<file path="src/rtl/vid_clip_pkg.sv">
package vid_clip_pkg;

    localparam int SMP_W  = 18;
    localparam int WORD_W = 16;
    localparam int NB_W   = $clog2(WORD_W + 1);

    typedef enum logic [1:0] {
        WLEN_8  = 2'b00,
        WLEN_10 = 2'b01,
        WLEN_12 = 2'b10,
        WLEN_16 = 2'b11
    } wlen_e;

    typedef enum logic {
        IDLE_HOLD = 1'b0,
        LOAD      = 1'b1
    } ostage_e;

endpackage

</file>
<file path="src/rtl/vid_clip_limits.sv">
module vid_clip_limits
    import vid_clip_pkg::*;
#(
    parameter int SW = SMP_W,
    parameter int WW = WORD_W
) (
    input  wlen_e                 wlen,
    input  logic                  bipolar,
    output logic signed [SW-1:0]  lim_hi,
    output logic signed [SW-1:0]  lim_lo,
    output logic [WW-1:0]         data_mask,
    output logic                  flag_en
);

    localparam logic [SW-1:0] ONE = {{(SW-1){1'b0}}, 1'b1};

    logic [NB_W-1:0] n_bits;
    logic [SW-1:0]   span;
    logic [SW-1:0]   half;

    always_comb begin
        unique case (wlen)
            WLEN_8:  n_bits = NB_W'(8);
            WLEN_10: n_bits = NB_W'(10);
            WLEN_12: n_bits = NB_W'(12);
            WLEN_16: n_bits = NB_W'(16);
            default: n_bits = NB_W'(16);
        endcase
        span = ONE << n_bits;
        half = span >> 1;
        if (bipolar) begin
            lim_hi = $signed(half - ONE);
            lim_lo = $signed(-half);
        end else begin
            lim_hi = $signed(span - ONE);
            lim_lo = '0;
        end
        data_mask = WW'(span - ONE);
        flag_en   = !(bipolar && (wlen == WLEN_16));
    end

endmodule

</file>
<file path="src/rtl/vid_clip_sat.sv">
module vid_clip_sat
    import vid_clip_pkg::*;
#(
    parameter int SW = SMP_W,
    parameter int WW = WORD_W
) (
    input  logic signed [SW-1:0]  smp,
    input  logic signed [SW-1:0]  lim_hi,
    input  logic signed [SW-1:0]  lim_lo,
    input  logic [WW-1:0]         data_mask,
    input  logic                  flag_en,
    output logic [WW-1:0]         word,
    output logic                  above,
    output logic                  below
);

    logic signed [SW-1:0] lim_val;
    logic [WW-1:0]        masked;

    always_comb begin
        above = (smp > lim_hi);
        below = (smp < lim_lo);
        if (above)
            lim_val = lim_hi;
        else if (below)
            lim_val = lim_lo;
        else
            lim_val = smp;
    end

    // Bits below the top one: value bit gated by the word-length mask
    for (genvar b = 0; b < WW - 1; b++) begin : g_low
        assign masked[b] = lim_val[b] & data_mask[b];
    end
    // Top bit: data (16-bit modes only) merged with the under-range marker
    assign masked[WW-1] = (lim_val[WW-1] & data_mask[WW-1]) | (below & flag_en);

    assign word = masked;

endmodule

</file>
<file path="src/rtl/vid_word_clip.sv">
module vid_word_clip
    import vid_clip_pkg::*;
#(
    parameter int SW = SMP_W,
    parameter int WW = WORD_W
) (
    input  logic           clk,
    input  logic           rst_n,
    input  logic           smp_vld,
    input  logic [SW-1:0]  smp_in,
    input  logic [1:0]     wlen_sel,
    input  logic           bipolar_en,
    output logic           out_vld,
    output logic [WW-1:0]  clip_out,
    output logic           over_flag
);

    logic signed [SW-1:0] lim_hi;
    logic signed [SW-1:0] lim_lo;
    logic [WW-1:0]        data_mask;
    logic                 flag_en;
    logic [WW-1:0]        word_nxt;
    logic                 above;
    logic                 below;
    ostage_e              ostage;

    vid_clip_limits #(.SW(SW), .WW(WW)) u_lim (
        .wlen      (wlen_e'(wlen_sel)),
        .bipolar   (bipolar_en),
        .lim_hi    (lim_hi),
        .lim_lo    (lim_lo),
        .data_mask (data_mask),
        .flag_en   (flag_en)
    );

    vid_clip_sat #(.SW(SW), .WW(WW)) u_sat (
        .smp       ($signed(smp_in)),
        .lim_hi    (lim_hi),
        .lim_lo    (lim_lo),
        .data_mask (data_mask),
        .flag_en   (flag_en),
        .word      (word_nxt),
        .above     (above),
        .below     (below)
    );

    assign ostage = smp_vld ? LOAD : IDLE_HOLD;

    always_ff @(posedge clk or negedge rst_n) begin
        if (!rst_n) begin
            out_vld   <= 1'b0;
            clip_out  <= '0;
            over_flag <= 1'b0;
        end else begin
            out_vld <= (ostage == LOAD);
            unique case (ostage)
                LOAD: begin
                    clip_out  <= word_nxt;
                    over_flag <= above;
                end
                IDLE_HOLD: begin
                    clip_out  <= clip_out;
                    over_flag <= over_flag;
                end
                default: begin
                    clip_out  <= clip_out;
                    over_flag <= over_flag;
                end
            endcase
        end
    end


    vld_follow_chk: assert property (@(posedge clk) disable iff (!rst_n)
        smp_vld |=> out_vld);


    hold_idle_chk: assert property (@(posedge clk) disable iff (!rst_n)
        !smp_vld |=> (!out_vld && $stable(clip_out) && $stable(over_flag)));


    upper_zero_chk: assert property (@(posedge clk) disable iff (!rst_n)
        (smp_vld && wlen_sel == 2'b00) |=> (clip_out[14:8] == 7'd0));


    over_8u_chk: assert property (@(posedge clk) disable iff (!rst_n)
        (smp_vld && wlen_sel == 2'b00 && !bipolar_en && $signed(smp_in) > 18'sd255)
        |=> (over_flag && clip_out[7:0] == 8'hFF && !clip_out[15]));


    under_uni_chk: assert property (@(posedge clk) disable iff (!rst_n)
        (smp_vld && !bipolar_en && smp_in[SW-1])
        |=> (!over_flag && clip_out == 16'h8000));


    sign_bip16_chk: assert property (@(posedge clk) disable iff (!rst_n)
        (smp_vld && wlen_sel == 2'b11 && bipolar_en && $signed(smp_in) < -18'sd32768)
        |=> (!over_flag && clip_out == 16'h8000));


    no_under_pos_chk: assert property (@(posedge clk) disable iff (!rst_n)
        (smp_vld && !smp_in[SW-1] && wlen_sel != 2'b11) |=> !clip_out[15]);

endmodule

</file>
<file path="config.mk">
export PLATFORM = sky130hd
export DESIGN_NAME = vid_word_clip
export DESIGN_NICKNAME = d
export VERILOG_FILES = /design/src/rtl/vid_clip_pkg.sv /design/src/rtl/vid_clip_limits.sv /design/src/rtl/vid_clip_sat.sv /design/src/rtl/vid_word_clip.sv
export SDC_FILE = /design/constraint.sdc
export NUM_CORES = 1
export LEC_CHECK = 0
export ABC_CLOCK_PERIOD_IN_PS = 1100
export BUFFER_PORTS_ARGS = -buffer_cell sky130_fd_sc_hd__buf_2
export CAP_MARGIN = 30
export CELL_PAD_IN_SITES_DETAIL_PLACEMENT = 1
export CELL_PAD_IN_SITES_GLOBAL_PLACEMENT = 2
export CORE_UTILIZATION = 32
export CTS_CLUSTER_DIAMETER = 120
export DETAILED_ROUTE_END_ITERATION = 8
export HOLD_SLACK_MARGIN = 0.02
export PLACE_DENSITY = 0.82
export REMOVE_ABC_BUFFERS = 1
export SYNTH_ARGS = -nofsm -noshare
export SYNTH_HDL_FRONTEND = slang
export SYNTH_SLANG_ARGS = --single-unit
</file>
<file path="constraint.sdc">
create_clock -name clk -period 1.1 [get_ports clk]
set_clock_uncertainty 0.05 [all_clocks]
set_input_delay 0.165 -clock clk [delete_from_list [all_inputs] [get_ports clk]]
set_output_delay 0.165 -clock clk [all_outputs]
set_load 0.01 [all_outputs]
</file>
Word-level counts from Yosys, hierarchy flattened

Cells that the tools add are included.

$add $sub $neg: 3
Magnitude comparators: 2
Eq/ne operators: 3
Shifts and indexed selects: 1
Muxes and demuxes: 8
Bitwise gates (word level): 18
Reductions and logical operators: 3

Operator list:

| cell                    | count |
|---|---|
| $mux W16                | 3 |
| $mux W18                | 2 |
| $pmux W5 S4             | 1 |
| $gt A18 B18 Y1          | 1 |
| $lt A18 B18 Y1          | 1 |
| $neg A17 Y18            | 1 |
| $shl A1 B5 Y18 const A  | 1 |
| $sub A17 B1 Y18 const B | 1 |
| $sub A18 B1 Y18 const B | 1 |
| $and A1 B1 Y1           | 17 |
| $eq A2 B2 Y1 const B    | 2 |
| $eq A2 B1 Y1 const B    | 1 |
| $logic_not A2 Y1        | 1 |
| $mux W1                 | 2 |
| $logic_and A1 B1 Y1     | 1 |
| $logic_not A1 Y1        | 1 |
| $or A1 B1 Y1            | 1 |

Bits in registers: 18
Input bits: 24
Output and inout bits: 18
Word-level logic and storage cells: 41

Logic depth before layout (Yosys ltp)

Gate-level depths: netlist of the first run.

Depth after elaboration: 11
Mapped depth: 16

Cells and area by module

Synthesis of the first run repeated with hierarchy kept, for this count alone.

Cell total of the unflattened synthesis: 285
Area total of the unflattened synthesis: 2409.8 sq um

Modules (own cells, without submodules):

| module          | times used | cells each | area an instance (sq um) | seq. area each (sq um) |
|---|---|---|---|---|
| vid_clip_sat    | 1          | 182        | 1276.2                   | 0.0 |
| vid_word_clip   | 1          | 37         | 710.7                    | 450.4 |
| vid_clip_limits | 1          | 66         | 422.9                    | 0.0 |

Least setup slack after synthesis of the first run

OpenSTA, ideal clock, no wires.

Path kind: input to register
From: input port wlen_sel[0]
To: register clip_out[11]
Library setup time: 0.128 ns
Arrival time: 2.438 ns
Required time: 0.922 ns
Slack: -1.516 ns
Stages: 14
Cells stage by stage: or2_2 > clkbuf_1 > ha_1 > nand2_1 > o21ai_0 > ha_1 > nand2_1 > o21ai_0 > a211oi_1 > a221oi_2 > buf_6 > a211oi_2 > a311oi_2 > o31ai_1

Longest elaborated chain between the ends: 10
Elaborated cells between the ends (all ways): 17
Those cells by class: add/sub: 3; order compare: 2; eq/ne: 3; shift: 1; mux: 6; bitwise: 1; reduce/logical: 1

RTL lines:

| item                                 | line                  | source |
|---|---|---|
| from (decl)                          | vid_word_clip.sv:11   | `input logic [1:0] wlen_sel,` |
| $eq A2 B2 Y1 (tied with other cells) | vid_clip_limits.sv:22 | `unique case (wlen)` |
| $pmux W5 S4 *                        | vid_clip_limits.sv:22 |  |
| $shl A1 B5 Y18 *                     | vid_clip_limits.sv:29 | `span = ONE << n_bits;` |
| $neg A17 Y18                         | vid_clip_limits.sv:33 | `lim_lo = $signed(-half);` |
| $mux W18                             | vid_clip_limits.sv:31 | `if (bipolar) begin` |
| $lt A18 B18 Y1                       | vid_clip_sat.sv:22    | `below = (smp < lim_lo);` |
| $mux W16                             | vid_clip_sat.sv:25    | `else if (below)` |
| $mux W16                             | vid_clip_sat.sv:23    | `if (above)` |
| $and A1 B1 Y1 *                      | vid_clip_sat.sv:33    | `assign masked[b] = lim_val[b] & data_mask[b];` |
| $mux W16 *                           | vid_word_clip.sv:56   | `unique case (ostage)` |
| to (signal assigned)                 | vid_word_clip.sv:58   | `clip_out <= word_nxt;` |
| to (signal assigned)                 | vid_word_clip.sv:62   | `clip_out <= clip_out;` |
| to (signal assigned)                 | vid_word_clip.sv:66   | `clip_out <= clip_out;` |
| to (decl)                            | vid_word_clip.sv:14   | `output logic [WW-1:0] clip_out,` |

Every way passes the cells marked *; elsewhere a longest branch is shown, timed or not. The select of a mux whose other input is x is not followed.
A chain may end at the register's enable or synchronous reset.

Final worst setup path of the first run

Same ends and word-level chain as after synthesis.

==> results of run 1 <==
-- state kept, by name, indices dropped and copies added (netlist names) --
signal	count
out_vld	1
over_flag	1
clip_out	16
-- where the power goes --
| part | internal [W] | leakage (nW) | switching (W) |
|---|---|---|---|
| sequential | 0.000729 | 0.228 | 0.0000377 |
| combinational | 0.000644 | 1.13 | 0.000655 |
| clock | 0.000319 | 0.0288 | 0.000269 |
-- path summary, 6_finish.rpt --
path	startpoint	to	slack, ns	cells past startpoint
worst max register to register	clip_out[9]$_DFFE_PN0P_	clip_out[9]$_DFFE_PN0P_	0.22	2
worst min-delay path	smp_in[1]	clip_out[1]$_DFFE_PN0P_	0.13	3
max in group asynchronous	rst_n	clip_out[11]$_DFFE_PN0P_	0.36	2
worst max-delay path	wlen_sel[0]	clip_out[11]$_DFFE_PN0P_	-1.34	15
worst min register to register	clip_out[5]$_DFFE_PN0P_	clip_out[5]$_DFFE_PN0P_	0.43	1
min in group asynchronous	rst_n	clip_out[7]$_DFFE_PN0P_	0.32	2
-- repair_timing --
item | in CTS | in global routing
setup buffers | 9 | 8
gates resized for setup | 56 | 24
pin swaps | 29 | 9
setup endpoints to repair | 17 | 17
hold buffers | 1 | 0
gates cloned | 0 | 0
endpoints found under the hold margin | 18 | 0
-- layer usage --
| layer | vias to the layer above | wire [um] |
|---|---|---|
| met5 | - | 0 |
| met4 | 0 | 126 |
| met3 | 16 | 204 |
| met2 | 50 | 3682 |
| met1 | 991 | 3004 |
| li1 | 927 | - |
-- synthesized netlist by cell type (3+ instances only) --
library cell,instances,area share (%)
sky130_fd_sc_hd__ha_1,28,21
sky130_fd_sc_hd__a21oi_1,24,7.1
sky130_fd_sc_hd__dfrtp_1,18,27
sky130_fd_sc_hd__nand2_1,18,4.0
sky130_fd_sc_hd__o21ai_0,10,2.9
sky130_fd_sc_hd__o31ai_1,4,1.8
sky130_fd_sc_hd__nand2b_1,3,1.1
sky130_fd_sc_hd__clkbuf_1,5,1.1
sky130_fd_sc_hd__a211oi_1,4,1.8
sky130_fd_sc_hd__nor2_1,8,1.8
sky130_fd_sc_hd__o2bb2ai_1,7,3.6
sky130_fd_sc_hd__o21ai_1,3,0.88
sky130_fd_sc_hd__buf_6,3,2.0
sky130_fd_sc_hd__inv_1,12,2.7
sky130_fd_sc_hd__nand4_1,4,1.5
-- final cells by class --
class	count	area (sq um)
inverter	12	50.05
tap	70	87.58
multi-input combinational	156	1454
fill	584	2213
timing repair buffer	110	797.0
clock buffer	4	55.05
sequential	18	450.4
-- stage by stage --
step | power (W) | utilization [%]
3_3_place_gp | 0.001691 | 46.47
5_1_grt | 0.002819 | 56.66
3_5_place_dp | 0.001718 | 46.47
4_1_cts | 0.002495 | 53.16
2_1_floorplan | 0.001216 | -
6_report | 0.002653 | 56.66
-- critical path: stages --
cell,delay (ns)
sky130_fd_sc_hd__buf_8,0.10
sky130_fd_sc_hd__or2_4,0.28
sky130_fd_sc_hd__ha_4,0.19
sky130_fd_sc_hd__o21ai_4,0.07
sky130_fd_sc_hd__nor2_1,0.06
sky130_fd_sc_hd__a21oi_1,0.12
sky130_fd_sc_hd__ha_1,0.20
sky130_fd_sc_hd__nand2_2,0.10
sky130_fd_sc_hd__nor3_4,0.13
sky130_fd_sc_hd__a211oi_2,0.10
sky130_fd_sc_hd__a221oi_2,0.33
sky130_fd_sc_hd__buf_4,0.24
sky130_fd_sc_hd__inv_4,0.06
sky130_fd_sc_hd__a311oi_2,0.27
sky130_fd_sc_hd__o31ai_2,0.10
-- cells by family (layout without fill, tap and decap cells) --
family,count (synthesis),count (layout)
multiplexers,3,3
AND/OR/NAND/NOR,49,49
flip-flops,18,18
buffers and inverters,22,126
AO/OA/AOI/OAI,71,71
other,1,5
adder cells (fa/ha/maj),28,28
==> results.yml, run 1 <==
synthesis:
  synthMuxAreaShare_pct: 1.842
  synth-xor-area-share_pct: 0
  synth-seq-cells: 18
  dominant_combinational_cell_family_by_area_after_synthesis: "compound AO/OA/AOI/OAI gates"
  synth_async_sr_flop_share_pct: 100.0
  syn-cell-area_sq_um: 1698
  synth_cell_types: 48
  post_synth_fa_ha_maj_area_fraction_pct: 20.63
  synth-compound-area-share_pct: 28.67
  synth.yosys.seq_area_share_pct: 26.53
  synth.avg_cell_area_sq_um: 8.843
  yosys_warnings: 0
  synth-simple-area-share_pct: 15.77
  most_frequently_used_flop_master_after_synthesis: "sky130_fd_sc_hd__dfrtp_1"
  synth_enable_flop_cells: 0
  post_synth_inst_count: 192
layout:
  final-instance-count-excl-fill: 370
  num_antenna_cells: 0
  finish.instance_area_sq_um: 2894
  fin_nets: 353
  area.growth.synth_to_final_pct: 70.45
  layout_commonest_cell: "sky130_fd_sc_hd__buf_4"
  final_cell_mix: "sky130_fd_sc_hd__buf_4 (58), sky130_fd_sc_hd__buf_2 (39), sky130_fd_sc_hd__ha_1 (21), sky130_fd_sc_hd__dfrtp_1 (18), sky130_fd_sc_hd__a21oi_2 (16)"
  proportion_of_layout_cells_with_a_drive_suffix_above_1_pct: 57.67
timing:
  setup_viol_count_final: 17
  finalWorstPathRequiredPeriod_ns: 2.443
  hold-worst-slack_ns: 0.1343
  grt_setup_unrepaired: "yes"
  final-hold-violation-count: 0
  final.period_utilization_pct: 222.1
  finalWorstSetupSlack_ns: -1.343
  setup-tns-final_ns: -20.58
  fmax_mhz: 409.3
  timing.final.max_slew_violations: 0
placement:
  dpl.hpwl_um: 4594
  post-place-cells: 351
  port_buffers: 41
  dp_slack_ns: -1.837
  gp_routability_congestion: 0.9009
  detailed_place.area_sq_um: 2374
hold_path:
  holdCritPathClass: "in2reg"
grt:
  first_global_vias: 2027
  grt_start_max_net_pins: 19
  gr-max-usage-layer: "met2"
  grt_antenna_before_repair: 0
  overflow: 0
  grt_usage_pct: 24.47
  global_route_wire_length_before_repair_um: 10050
  global_route.usage.met2_pct: 46.15
  groute.layer.met3.usage_pct: 2.945
  grt.met1_usage_pct: 29.22
run_status:
  status: "finished, violations left"
  violated_checks: "negative setup slack"
power_and_ir_drop:
  power.leakage_nw: 1.389
  worst_ir_drop_vdd_mv: 0.4284
  power.density_cell_area_nw_per_um2: 916.9
detailed_routing:
  routed_wirelength_um: 7017
  drt_drc_violations_left: 0
  viasPerCell: 5.362
  drt_pass1_iterations: 4
  ant_nets: 0
  route.vias.total: 1984
  wl_per_cell_um: 18.96
  iteration_0_drc_markers: 103
floorplan:
  die_height_um: 74.84
  floorplan.initialDensity_pct: 33.24
  dieArea_sq_um: 5601
  core-area_sq_um: 5107
  floorplan.die.width_um: 74.84
  ios: 42
  row_count: 26
clocking:
  cts_inserted_buffers: 3
  cts_max_path_buffers: 2
  clock-sinks: 18
  ctsHtreeMaxLevel: 1
  root_buffer: "sky130_fd_sc_hd__clkbuf_8"
  clk_pin_slew_ns: 0.08
  cts_tree: "done"
  clock_latency_ns: 0.26
critical_path:
  worstPathRequired_ns: 1.18
  cp.arrival_ns: 2.52
  startpoint_type_of_the_worst_setup_path: "input pin"
  criticalPathCategory: "in2reg"
  worstPathMaxFanout: 6
  worst_setup_path_end_kind: "flop"
flow_run:
  number_of_max_cap_violations: 0
Note: power is estimated with default switching activity, not from simulation.
==> run 2: changes to the inputs <==
- PLACE_DENSITY: 0.82 -> 0.84
==> results.yml, run 2 (synthesized netlist as in run 1, its figures left out) <==
run_status:
  status: "finished, violations left"
  violated_checks: "negative setup slack"
power_and_ir_drop:
  seq_power_share_pct: 29.3
  power.density_cell_area_nw_per_um2: 934.5
  net-switching-power_w: 0.0009534
  sw_frac_of_total_pct: 36.35
  comb_power_share_pct: 49.1
  worst_ir_drop_vdd_mv: 0.7209
  power_report.internal_total_w: 0.001669
  power.leakage_nw: 1.325
  power.share.clock_pct: 21.6
  overall_power_of_the_completed_layout_w: 0.002623
layout:
  fin_nets: 347
  final-instance-count-excl-fill: 364
  biggestRegsByFlops: "clip_out (16), out_vld (1), over_flag (1)"
  seq_area_sq_um: 450.4
  layout.filler_cells: 600
  proportion_of_layout_cells_with_a_drive_suffix_above_1_pct: 55.10
  largest_register_ff_count: 16
  multiInputGateArea_sq_um: 1445
  area.growth.synth_to_final_pct: 65.29
  max_flop_register: "clip_out"
  final_cell_mix: "sky130_fd_sc_hd__buf_4 (51), sky130_fd_sc_hd__buf_2 (39), sky130_fd_sc_hd__ha_1 (19), sky130_fd_sc_hd__dfrtp_1 (18), sky130_fd_sc_hd__nand2_1 (15)"
  num_antenna_cells: 0
  layout_commonest_cell: "sky130_fd_sc_hd__buf_4"
timing:
  grt_setup_unrepaired: "yes"
  timing.final.max_slew_violations: 0
  setup-tns-final_ns: -21.91
  final.period_utilization_pct: 231.2
  finalWorstSetupSlack_ns: -1.443
  finalWorstPathRequiredPeriod_ns: 2.543
  hold-worst-slack_ns: 0.1666
  fmax_mhz: 393.2
  setup_viol_count_final: 17
  slew_margin_rel_pct: 66.54
  max_slew.worst_pin.slew_ns: 0.5013
  final-hold-violation-count: 0
flow_run:
  number_of_max_cap_violations: 0
floorplan:
  core-area_sq_um: 5107
  floorplan.die.width_um: 74.84
  row_count: 26
  dieArea_sq_um: 5601
  ios: 42
  die_height_um: 74.84
  floorplan.initialDensity_pct: 33.24
detailed_routing:
  viasPerCell: 5.497
  iteration_0_drc_markers: 92
  ant_nets: 0
  drt_pass1_iterations: 4
  drt_drc_violations_left: 0
  route.vias.total: 2001
  wl_per_cell_um: 20.76
  routed_wirelength_um: 7558
critical_path:
  cpPeakStageDelay_ns: 0.35
  slowest_cell_on_the_critical_path: "sky130_fd_sc_hd__ha_1"
  worstPathRequired_ns: 1.23
  path_common_cell: "sky130_fd_sc_hd__buf_6"
  startpoint_type_of_the_worst_setup_path: "input pin"
  worst_setup_path_end_kind: "flop"
  criticalPathCategory: "in2reg"
  timing.critical_path.cells: "buf_6, buf_6, nand2b_4, buf_6, ha_4, nand2_2, o21ai_1, ha_1, nand2_1, o21ai_2, a211oi_2, a221oi_2, buf_4, buf_4, buf_6, and3b_1, a21oi_2, o31ai_1"
  cp.arrival_ns: 2.67
  worstPathMaxFanout: 6
clocking:
  clock_latency_ns: 0.26
  root_buffer: "sky130_fd_sc_hd__clkbuf_8"
  clk_pin_slew_ns: 0.08
  clock-sinks: 18
  cts_max_path_buffers: 2
  ctsHtreeMaxLevel: 1
  cts_tree: "done"
  cts_inserted_buffers: 3
placement:
  dp_slack_ns: -1.921
  gp_routability_congestion: 0.8520
  post-place-cells: 345
  dpl.hpwl_um: 4687
  port_buffers: 41
grt:
  grt_start_max_net_pins: 19
  first_global_vias: 2000
  overflow: 0
  grt_antenna_before_repair: 0
  global_route_wire_length_before_repair_um: 9763
  grt_usage_pct: 23.88
hold_path:
  holdCritPathClass: "in2reg"
run 2: worst paths after layout:
kind	startpoint	slack, ns	end	cells past startpoint
setup / recovery	wlen_sel[0]	-1.44	clip_out[7]$_DFFE_PN0P_	18
hold / removal	smp_in[1]	0.17	clip_out[1]$_DFFE_PN0P_	3
setup reg to reg	clip_out[9]$_DFFE_PN0P_	0.14	clip_out[9]$_DFFE_PN0P_	2
hold reg to reg	clip_out[2]$_DFFE_PN0P_	0.44	clip_out[2]$_DFFE_PN0P_	2
max in group asynchronous	rst_n	0.35	clip_out[15]$_DFFE_PN0P_	2
min in group asynchronous	rst_n	0.33	clip_out[7]$_DFFE_PN0P_	2
run 2: power groups by stage:
stage / clock, W / sequential [W] / combinational [W]
after CTS: 0.000600 / 0.000764 / 0.00102
after floorplan: 0 / 0.000809 / 0.000408
after global placement: 0 / 0.000774 / 0.000884
after global routing: 0.000596 / 0.000775 / 0.00138
after detailed placement: 0 / 0.000777 / 0.000911
final: 0.000567 / 0.000769 / 0.00129
run 2: cell type report:
class	count	share of cell area, %
inverters	12	1.605
repair buffers	103	25.77
clock buffers	4	1.962
well taps	70	3.121
flip-flops and latches	18	16.05
multi-input cells	157	51.49
run 2: metal layers:
layer	global-route usage (%)	part of all wire, %	vias up
li1	-	-	920
met1	27.79	39	980
met2	45.35	52	78
met3	3.614	4.4	23
met4	6.080	3.9	0
met5	0	0	-
run 2: stage by stage:
stage / instance area [sq um] / utilization, %
after floorplan: 1650 / -
after global placement: 2303 / 45.10
after detailed placement: 2303 / 45.10
after CTS: 2536 / 49.66
after global routing: 2806 / 54.95
final: 2806 / 54.95
run 2: repair_timing:
item,CTS,global route
pin swaps,10,30
gates resized for setup,35,37
endpoints found under the hold margin,18,0
setup buffers,6,9
setup endpoints to repair,17,17
hold buffers,1,0
cloned,0,1
run 2: critical path, delay by kind of cell:
kind | cells | cell delay, ns
adder cells (fa/ha/maj) | 2 | 0.58
buffers and inverters | 6 | 0.74
AO/OA/AOI/OAI | 6 | 0.76
AND/OR/NAND/NOR | 4 | 0.40
